`src/rtl/sb_pkg.sv`:
```
package sb_pkg;

    localparam int REGW     = 5;
    localparam int MW       = 31;
    localparam int NOPS     = 3;
    localparam int NFILES   = 2;
    localparam int OP_A     = 0;
    localparam int OP_B     = 1;
    localparam int OP_D     = 2;
    localparam logic [REGW-1:0] ZERO_REG = 5'd31;

    typedef logic [MW-1:0] rmask_t;

    typedef enum logic {
        FILE_INT = 1'b0,
        FILE_FP  = 1'b1
    } rfile_e;

    typedef struct packed {
        logic            vld;
        rfile_e          file;
        logic            use_a;
        logic [REGW-1:0] src_a;
        logic            use_b;
        logic [REGW-1:0] src_b;
        logic            wr;
        logic [REGW-1:0] dst;
    } instr_t;

    function automatic rmask_t dec_reg(input logic [REGW-1:0] r);
        rmask_t m;
        m = '0;
        for (int i = 0; i < MW; i++) begin
            if (r == REGW'(i)) m[i] = 1'b1;
        end
        return m;
    endfunction

endpackage

```
`src/rtl/sb_decode.sv`:
```
module sb_decode
    import sb_pkg::*;
(
    input  logic [NOPS-1:0][REGW-1:0] regs_i,
    output rmask_t [NOPS-1:0]         mask_o
);
    for (genvar k = 0; k < NOPS; k++) begin : g_op
        assign mask_o[k] = dec_reg(regs_i[k]);
    end
endmodule

```
`src/rtl/sb_mask_pipe.sv`:
```
module sb_mask_pipe
    import sb_pkg::*;
#(
    parameter int DEPTH = 6
) (
    input  logic                 clk,
    input  logic                 rst,
    input  logic                 flush_i,
    input  logic                 adv_i,
    input  rmask_t               push_i,
    output rmask_t [DEPTH-1:0]   lv_o
);
    rmask_t [DEPTH-1:0] lv_q;

    always_ff @(posedge clk) begin
        if (rst || flush_i) begin
            lv_q <= '0;
        end else if (adv_i) begin
            lv_q[0] <= push_i;
            for (int k = 1; k < DEPTH; k++) begin
                lv_q[k] <= lv_q[k-1];
            end
        end
    end

    assign lv_o = lv_q;

    for (genvar k = 0; k < DEPTH; k++) begin : g_chk
        a_r1_level_onehot: assert property (@(posedge clk) disable iff (rst)
            $onehot0(lv_q[k]));
    end
    for (genvar k = 1; k < DEPTH; k++) begin : g_shift_chk
        a_r2_level_moves: assert property (@(posedge clk) disable iff (rst)
            (adv_i && !flush_i) |=> (lv_q[k] == $past(lv_q[k-1])));
    end

    a_r2_frozen: assert property (@(posedge clk) disable iff (rst)
        (!adv_i && !flush_i) |=> $stable(lv_q));

    a_r9_flush_empties: assert property (@(posedge clk) disable iff (rst)
        flush_i |=> (lv_q == '0));
endmodule

```
`src/rtl/sb_dirty.sv`:
```
module sb_dirty
    import sb_pkg::*;
#(
    parameter int NLV = 2
) (
    input  rmask_t [NLV-1:0] lv_i,
    output rmask_t           dirty_o
);
    rmask_t [NLV:0] acc;

    assign acc[0] = '0;
    for (genvar k = 0; k < NLV; k++) begin : g_or
        assign acc[k+1] = acc[k] | lv_i[k];
    end
    assign dirty_o = acc[NLV];
endmodule

```
`src/rtl/sb_conflict.sv`:
```
module sb_conflict
    import sb_pkg::*;
#(
    parameter  int DEPTH    = 6,
    parameter  int STALL_LV = 2,
    localparam int NBYP     = DEPTH - STALL_LV,
    localparam int SELW     = $clog2(DEPTH + 1)
) (
    input  logic              qual_i,
    input  rmask_t            opm_i,
    input  rmask_t            dirty_i,
    input  rmask_t [NBYP-1:0] byp_lv_i,
    output logic              hit_o,
    output logic [SELW-1:0]   sel_o
);
    logic [NBYP-1:0] lv_match;

    for (genvar k = 0; k < NBYP; k++) begin : g_match
        assign lv_match[k] = |(opm_i & byp_lv_i[k]);
    end

    assign hit_o = qual_i && (|(opm_i & dirty_i));

    always_comb begin
        sel_o = '0;
        for (int k = NBYP - 1; k >= 0; k--) begin
            if (qual_i && lv_match[k]) sel_o = SELW'(STALL_LV + k + 1);
        end
    end
endmodule

```
`src/rtl/issue_scoreboard.sv`:
```
module issue_scoreboard
    import sb_pkg::*;
#(
    parameter  int DEPTH    = 6,
    parameter  int STALL_LV = 2,
    localparam int SELW     = $clog2(DEPTH + 1)
) (
    input  logic            clk,
    input  logic            rst,
    input  logic            flush_i,
    input  logic            adv_i,
    input  logic            in_vld_i,
    input  logic            in_fp_i,
    input  logic            in_use_a_i,
    input  logic [4:0]      in_src_a_i,
    input  logic            in_use_b_i,
    input  logic [4:0]      in_src_b_i,
    input  logic            in_wr_i,
    input  logic [4:0]      in_dst_i,
    output logic            stall_o,
    output logic            issue_o,
    output logic [SELW-1:0] byp_a_o,
    output logic [SELW-1:0] byp_b_o
);
    localparam int NBYP = DEPTH - STALL_LV;
    localparam int NSRC = 2;

    instr_t in_ins, cur, held_q;
    logic   held_vld_q;
    logic   issue;

    always_comb begin
        in_ins.vld   = in_vld_i;
        in_ins.file  = in_fp_i ? FILE_FP : FILE_INT;
        in_ins.use_a = in_use_a_i;
        in_ins.src_a = in_src_a_i;
        in_ins.use_b = in_use_b_i;
        in_ins.src_b = in_src_b_i;
        in_ins.wr    = in_wr_i;
        in_ins.dst   = in_dst_i;
    end

    assign cur = held_vld_q ? held_q : in_ins;

    // held instruction register
    always_ff @(posedge clk) begin
        if (rst || flush_i) begin
            held_vld_q <= 1'b0;
            held_q     <= '0;
        end else begin
            held_vld_q <= cur.vld && !issue;
            held_q     <= cur;
        end
    end

    // operand decode
    logic [NOPS-1:0][REGW-1:0] op_regs;
    rmask_t [NOPS-1:0]         opm;

    assign op_regs[OP_A] = cur.src_a;
    assign op_regs[OP_B] = cur.src_b;
    assign op_regs[OP_D] = cur.dst;

    sb_decode u_dec (
        .regs_i (op_regs),
        .mask_o (opm)
    );

    // per-file mask pipelines and dirty masks
    rmask_t [DEPTH-1:0] lv    [NFILES];
    rmask_t             dirty [NFILES];
    rmask_t             push  [NFILES];

    for (genvar f = 0; f < NFILES; f++) begin : g_file
        assign push[f] = (issue && cur.wr && (cur.file == rfile_e'(f))) ? opm[OP_D] : '0;

        sb_mask_pipe #(.DEPTH(DEPTH)) u_pipe (
            .clk     (clk),
            .rst     (rst),
            .flush_i (flush_i),
            .adv_i   (adv_i),
            .push_i  (push[f]),
            .lv_o    (lv[f])
        );

        sb_dirty #(.NLV(STALL_LV)) u_dirty (
            .lv_i    (lv[f][STALL_LV-1:0]),
            .dirty_o (dirty[f])
        );
    end

    rmask_t [DEPTH-1:0] lv_cur;
    rmask_t             dirty_cur;

    assign lv_cur    = (cur.file == FILE_FP) ? lv[1] : lv[0];
    assign dirty_cur = (cur.file == FILE_FP) ? dirty[1] : dirty[0];

    // source operand conflict and forwarding
    logic [NSRC-1:0]           src_qual;
    logic [NSRC-1:0]           src_hit;
    logic [NSRC-1:0][SELW-1:0] src_sel;

    assign src_qual[OP_A] = cur.vld && cur.use_a;
    assign src_qual[OP_B] = cur.vld && cur.use_b;

    for (genvar s = 0; s < NSRC; s++) begin : g_src
        sb_conflict #(.DEPTH(DEPTH), .STALL_LV(STALL_LV)) u_cf (
            .qual_i   (src_qual[s]),
            .opm_i    (opm[s]),
            .dirty_i  (dirty_cur),
            .byp_lv_i (lv_cur[DEPTH-1:STALL_LV]),
            .hit_o    (src_hit[s]),
            .sel_o    (src_sel[s])
        );
    end

    // destination ordering check
    logic dst_hit;
    assign dst_hit = cur.vld && cur.wr && (|(opm[OP_D] & dirty_cur));

    assign stall_o = (|src_hit) || dst_hit;
    assign issue   = cur.vld && adv_i && !stall_o && !flush_i;
    assign issue_o = issue;
    assign byp_a_o = src_sel[OP_A];
    assign byp_b_o = src_sel[OP_B];

    a_r8_stall_blocks_issue: assert property (@(posedge clk) disable iff (rst)
        stall_o |-> !issue_o);

    a_r3_stall_needs_valid: assert property (@(posedge clk) disable iff (rst)
        stall_o |-> cur.vld);

    a_r7_held_kept: assert property (@(posedge clk) disable iff (rst)
        (cur.vld && !issue_o && !flush_i) |=> held_vld_q);

    a_r10_head_bubble: assert property (@(posedge clk) disable iff (rst)
        (stall_o && adv_i && !flush_i) |=> (lv[0][0] == '0 && lv[1][0] == '0));

    a_r5_sel_range_a: assert property (@(posedge clk) disable iff (rst)
        (byp_a_o != '0) |-> (int'(byp_a_o) > STALL_LV && int'(byp_a_o) <= DEPTH));

    a_r5_sel_range_b: assert property (@(posedge clk) disable iff (rst)
        (byp_b_o != '0) |-> (int'(byp_b_o) > STALL_LV && int'(byp_b_o) <= DEPTH));

    a_r1_zero_reg_quiet: assert property (@(posedge clk) disable iff (rst)
        (cur.src_a == ZERO_REG) |-> (byp_a_o == '0 && !src_hit[OP_A]));
endmodule

```
`config.mk`:
```
export PLATFORM = sky130hd
export DESIGN_NAME = issue_scoreboard
export DESIGN_NICKNAME = d
export VERILOG_FILES = /design/src/rtl/sb_pkg.sv /design/src/rtl/sb_decode.sv /design/src/rtl/sb_mask_pipe.sv /design/src/rtl/sb_dirty.sv /design/src/rtl/sb_conflict.sv /design/src/rtl/issue_scoreboard.sv
export SDC_FILE = /design/constraint.sdc
export NUM_CORES = 1
export LEC_CHECK = 0
export BUFFER_PORTS_ARGS = -buffer_cell sky130_fd_sc_hd__buf_4
export CAP_MARGIN = 10
export CORE_MARGIN = 4
export CORE_UTILIZATION = 30
export DETAILED_ROUTE_END_ITERATION = 8
export PLACE_DENSITY_LB_ADDON = 0.25
export SLEW_MARGIN = 20
export SYNTH_ARGS = -nofsm -noshare
export SYNTH_HDL_FRONTEND = slang
export SYNTH_HIERARCHICAL = 1
export SYNTH_SLANG_ARGS = --single-unit
```
`constraint.sdc`:
```
create_clock -name clk -period 11.7 [get_ports clk]
set_input_delay 0.585 -clock clk [delete_from_list [all_inputs] [get_ports clk]]
set_output_delay 0.585 -clock clk [all_outputs]
set_load 0.01 [all_outputs]
```
Word-level counts from Yosys, hierarchy flattened
Cells that the tools add are included.
- bits in registers: 393
- bits in latches: 0
- RAM bits: 0
- memory bits (read-only): 0
- output and inout bits: 8
- logic and storage cells: 273
- memories kept: 0
- $add $sub $neg: 0
- $mul: 0
- div/mod/pow operators: 0
- magnitude comparators: 0
- equality and inequality tests: 90
- shift-type cells: 0
- mux-type cells: 107
- bitwise gates (word level): 14
- reductions and logical operators: 41
- operators by type and width (cell ; number):
    $and 31x31->31 ; 11
    $reduce_or 31->1 ; 11
    $eq 5x5->1 const B ; 45
    $mux 186 ; 1
    $eq 5x4->1 const B ; 24
    $mux 1 ; 94
    $mux 31 ; 3
    $or 31x31->31 ; 2
    $eq 5x3->1 const B ; 12
    $eq 5x2->1 const B ; 6
    $mux 3 ; 8
    $logic_and 1x1->1 ; 21
    $mux 20 ; 1
    $eq 5x1->1 const B ; 3
    $logic_not 5->1 ; 3
    $logic_not 1->1 ; 3
    $logic_or 1x1->1 ; 2
    $reduce_or 2->1 ; 1
    $not 1->1 ; 1

Depth between registers and ports, before layout
- depth after elaboration: 15
- gate-level depth with buffers: 18

Cells and area by module
Netlist, hierarchy kept.
- by module, submodules not included (module ; times used ; cells each ; area each (µm²)):
    sb_mask_pipe ; 2 ; 601 ; 6701.4
    issue_scoreboard ; 1 ; 393 ; 3612.2
    sb_conflict ; 2 ; 105 ; 814.5
    sb_decode ; 1 ; 138 ; 645.6
    sb_dirty ; 2 ; 31 ; 193.9

Worst setup path after synthesis
OpenSTA, ideal clock, no wires.
- path kind: input-to-reg
- start point: input in_fp_i
- end point: register g_file[1].u_pipe.lv_q, in the netlist g_file[1].u_pipe/lv_o[29]
- data arrival time: 4.365 ns
- data required time: 11.635 ns
- slack: 7.270 ns
- stages on the path: 18
- buffers on the path: 5
- path through: mux2i_4 -> buf_6 -> buf_6 -> clkbuf_1 -> clkbuf_1 -> mux2_2 -> a22o_1 -> a221oi_1 -> nand3_1 -> o31a_1 -> nor2_1 -> nor4bb_1 -> nand2_1 -> nor4_4 -> buf_6 -> and2_1 -> mux2i_1 -> nor2_1
- RTL lines (item ; line ; text):
    from (decl) ; issue_scoreboard.sv:13 ; input logic in_fp_i,
    to (signal, indexed assignment) ; sb_mask_pipe.sv:21 ; lv_q[k] <= lv_q[k-1];
    to (decl) ; sb_mask_pipe.sv:13 ; rmask_t [DEPTH-1:0] lv_q;

Worst setup path after layout
- start point: register held_vld_q
- end point: output issue_o
- elaborated cells between the ends (all ways): 206
- those cells by class: eq/ne: 90; mux: 95; bitwise: 3; reduce/logical: 18
- RTL lines (item ; line ; text):
    from (decl) ; issue_scoreboard.sv:29 ; logic held_vld_q;
    from (signal assigned) ; issue_scoreboard.sv:51 ; held_vld_q <= cur.vld && !issue;
    $mux 20 ; issue_scoreboard.sv:43 ; assign cur = held_vld_q ? held_q : in_ins;
    $mux 31 ; issue_scoreboard.sv:96 ; assign dirty_cur = (cur.file == FILE_FP) ? dirty[1] : dirty[0];
    named net dirty_cur[21] ; issue_scoreboard.sv:93 ; rmask_t dirty_cur;
    $and 31x31->31 ; sb_conflict.sv:22 ; assign hit_o = qual_i && (|(opm_i & dirty_i));
    $reduce_or 31->1 ; sb_conflict.sv:22 ;
    $logic_and 1x1->1 ; sb_conflict.sv:22 ;
    named net src_hit[1] ; issue_scoreboard.sv:100 ; logic [NSRC-1:0] src_hit;
    $reduce_or 2->1 ; issue_scoreboard.sv:121 ; assign stall_o = (|src_hit) || dst_hit;
    $logic_or 1x1->1 ; issue_scoreboard.sv:121 ;
    $logic_not 1->1 ; issue_scoreboard.sv:122 ; assign issue = cur.vld && adv_i && !stall_o && !flush_i;
    $logic_and 1x1->1 (2 in series) ; issue_scoreboard.sv:122 ;
    to (decl) ; issue_scoreboard.sv:21 ; output logic issue_o,
The timed path passes the listed nets, and every way through them passes these cells.

==> out/metrics.csv <==
metric,value,unit
setup TNS,0,ns
final hold violation count,0,
CTS Buffer Depth,3,
Mapped Area,19680,um2
final net count,2010,
RePlAce Congestion,0.9905,
PostCTS Resize Cnt,0,
maximum clock rate,0.1667,GHz
Crit Path Category,flip-flop to output pin,
dpl cells,2794,
Pwr per Cell Area,137.6,nW/um2
global-route wire length before repair,101000,um
CP arrival,5.42,ns
largest net degree at the start of global routing,146,
CTS root buf,clkbuf_16,
Antenna Violating Nets Remaining,0,
antenna violations before repair,1,
DP HPWL,51700,um
RSZ-0062 raised after global routing,no,
VDD IR-drop max,101.2,uV
DRC viols,0,
min cycle time layout,6.000,ns
number of detailed-route iterations in the first pass,8,
Final Instance Count excl. Fillers,2877,
Slew @ Worst Pin,1.268,ns
vias in the first global route,14460,
"worst slack, placed",5.553,ns
Logic pwr share,6.4,%
Buffers on Ports,31,
Yosys cell types,42,
Leakage,0.008813,uW
FF+latch area,7868,um2
max-slew violation count,0,
Worst-Skew Late Latency,0.59,ns
Via density,5.199,
R2R depth,16,
Die Area,69750,um2
Post-Syn Instances,2005,
part of the power in the clock network,48.7,%
status,finished clean,
register area share after synthesis,39.98,%
"commonest non-fill, non-tap cell in the layout",nor2_1,
yosys warns,6,
Fill cells,6611,
Worst Skew,0.01826,ns
Syn Area/Cell,9.814,um2
io pins,32,
Switching Fraction,23.71,%
H-tree Lvls,2,
Multi-input gate area,10800,um2
power after layout,2989,uW
vias post-DR,14960,
#FFs+latches synth,393,
most frequent cells in the layout,"nor2_1, mux2i_1, dfxtp_1",
Worst Path Required,11.12,ns
maxcap violations,0,
crit end category,output pin,
CTS Buf Count,45,
Routed WL per cell,24.15,um
Die Height,264.1,um
CTS tree,done,
clk slew on worst S/H paths,0.06,ns
ratio of cells with drive above 1 in the final layout,15.94,%
post-CTS setup buffers,0,
row cnt,93,
register share of total power,44.9,%
Pint,2280,uW
critical-path maximum fanout,78,
Final Cycle Share,51.29,%
WL final,69480,um
Final setup viols,0,
Global Route Usage Sum,19.24,%
initial drt markers,1359,
area grow syn2layout,10.42,%
hold depth,3,
P_sw,708.8,uW
Hold Buf Count CTS,0,
post-layout util,33.58,%
grt ovf,0,
Mapped Nets,2029,
core area,64700,um2
die width,264.1,um
final worst slack,5.700,ns
startpoint types,flip-flop,
Starting Density,30.42,%
Worst slew margin,15.50,%
CTS Sinks,393,
Hold Path Class,input pin to flip-flop,
## state kept, by name (all words and copies together) (netlist names)
register,cells
held_q,20
held_vld_q,1
g_file.u_pipe/lv_o,372
## worst max-delay path, stage by stage, from the launching register on
cell and delay, ns:
dfxtp_1 0.39, mux2i_4 0.23, buf_4 0.69, buf_4 0.94
mux2_2 0.44, a22o_1 0.23, a221oi_1 0.24, nand4_1 0.14
o31a_1 0.25, nor2_1 0.15, nor4bb_1 0.63, and2_1 0.30
buf_4 0.15
## kinds of logic (layout without fill, tap and decap cells)
family | after synthesis | after routing | share of synthesized area, %
buffers and inverters | 122 | 137 | 5.201
flip-flops | 393 | 393 | 39.98
multiplexers | 568 | 568 | 30.04
other | 0 | 2 | 0
AO/OA/AOI/OAI | 171 | 171 | 7.236
AND/OR/NAND/NOR | 751 | 751 | 17.54
## final timing paths
path	slack, ns	from	end
max	5.70	held_vld_q	issue_o
min reg2reg	0.49	g_file[0].u_pipe/lv_o[180]	g_file[0].u_pipe/lv_o[180]
max reg2reg	5.78	held_vld_q	g_file[0].u_pipe/lv_o[7]
min	0.37	in_use_a_i	held_q[17]
## cell usage after synthesis
cell       number  area [um2]
nor2b_1        16       100.1
nand2_1        50       187.7
nand3b_1        9       67.56
buf_2          13       65.06
a31o_2          2       17.52
buf_6          71       799.5
mux2i_4         1       22.52
a41o_2          2       22.52
and3_1          2       12.51
nor4_4          1       21.27
a221oi_2        2       30.03
a21boi_0        3       22.52
a22oi_1        80       600.6
a222oi_1       11       110.1
a2111oi_0       6       52.55
a22o_2          4       40.04
nor4bb_1        1       10.01
or3b_4          6       67.56
mux2i_1       396        3964
o31a_1          4       35.03
or3_1           3       18.77
buf_12          1       20.02
or2_2           4       25.02
mux2_2        170        1914
and4_1          6       52.55
dfxtp_1       393        7868
nand4_1        20       125.1
nand3_1        12       60.06
a22o_1         26       227.7
or4_1           2       15.01
or3b_1          3       26.28
a2111oi_1       1       10.01
nand2b_1        6       37.54
buf_1           2       7.510
o21ai_0         2       10.01
or2_1          64       400.4
nor3_2          1       10.01
a221oi_1       28       245.2
nor2_1        478        1794
mux2_1          1       11.26
clkbuf_1       35       131.4
and2_1         67       419.2
## cell type report
class / count / area share (%)
Multi-Input combinational cell: 1490 / 49.70
Sequential cell: 393 / 36.21
Clock buffer: 69 / 6.294
Tap cell: 855 / 4.924
Timing Repair Buffer: 56 / 2.044
Clock inverter: 12 / 0.8062
Antenna cell: 2 / 0.02303
## metrics by stage
| stage | instance area (um2) | hold slack [ns] |
|---|---|---|
| finish | 21730 | 0.3748 |
| global route | 21720 | 0.3794 |
| CTS | 21720 | 0.3724 |
| detailed placement | 20180 | 0.4788 |
| global placement | 20180 | 0.4664 |
| floorplan | 19680 | 0.4544 |
## power groups by stage
| stage | sequential [uW] | combinational [uW] | clock (uW) |
|---|---|---|---|
| 3_5_place_dp | 1370 | 189 | 0 |
| 3_3_place_gp | 1370 | 190 | 0 |
| 4_1_cts | 1340 | 190 | 1500 |
| 6_report | 1340 | 191 | 1460 |
| 2_1_floorplan | 1370 | 156 | 0 |
| 5_1_grt | 1340 | 199 | 1550 |
## routing by layer
metal	vias up	track usage [%]	share of wire (%)
met2	418	30.51	45
met3	86	3.455	5.3
met5	-	0	0.017
li1	7054	-	-
met1	7398	27.18	48
met4	2	4.712	2.3
(Power assumes the default switching activity.)
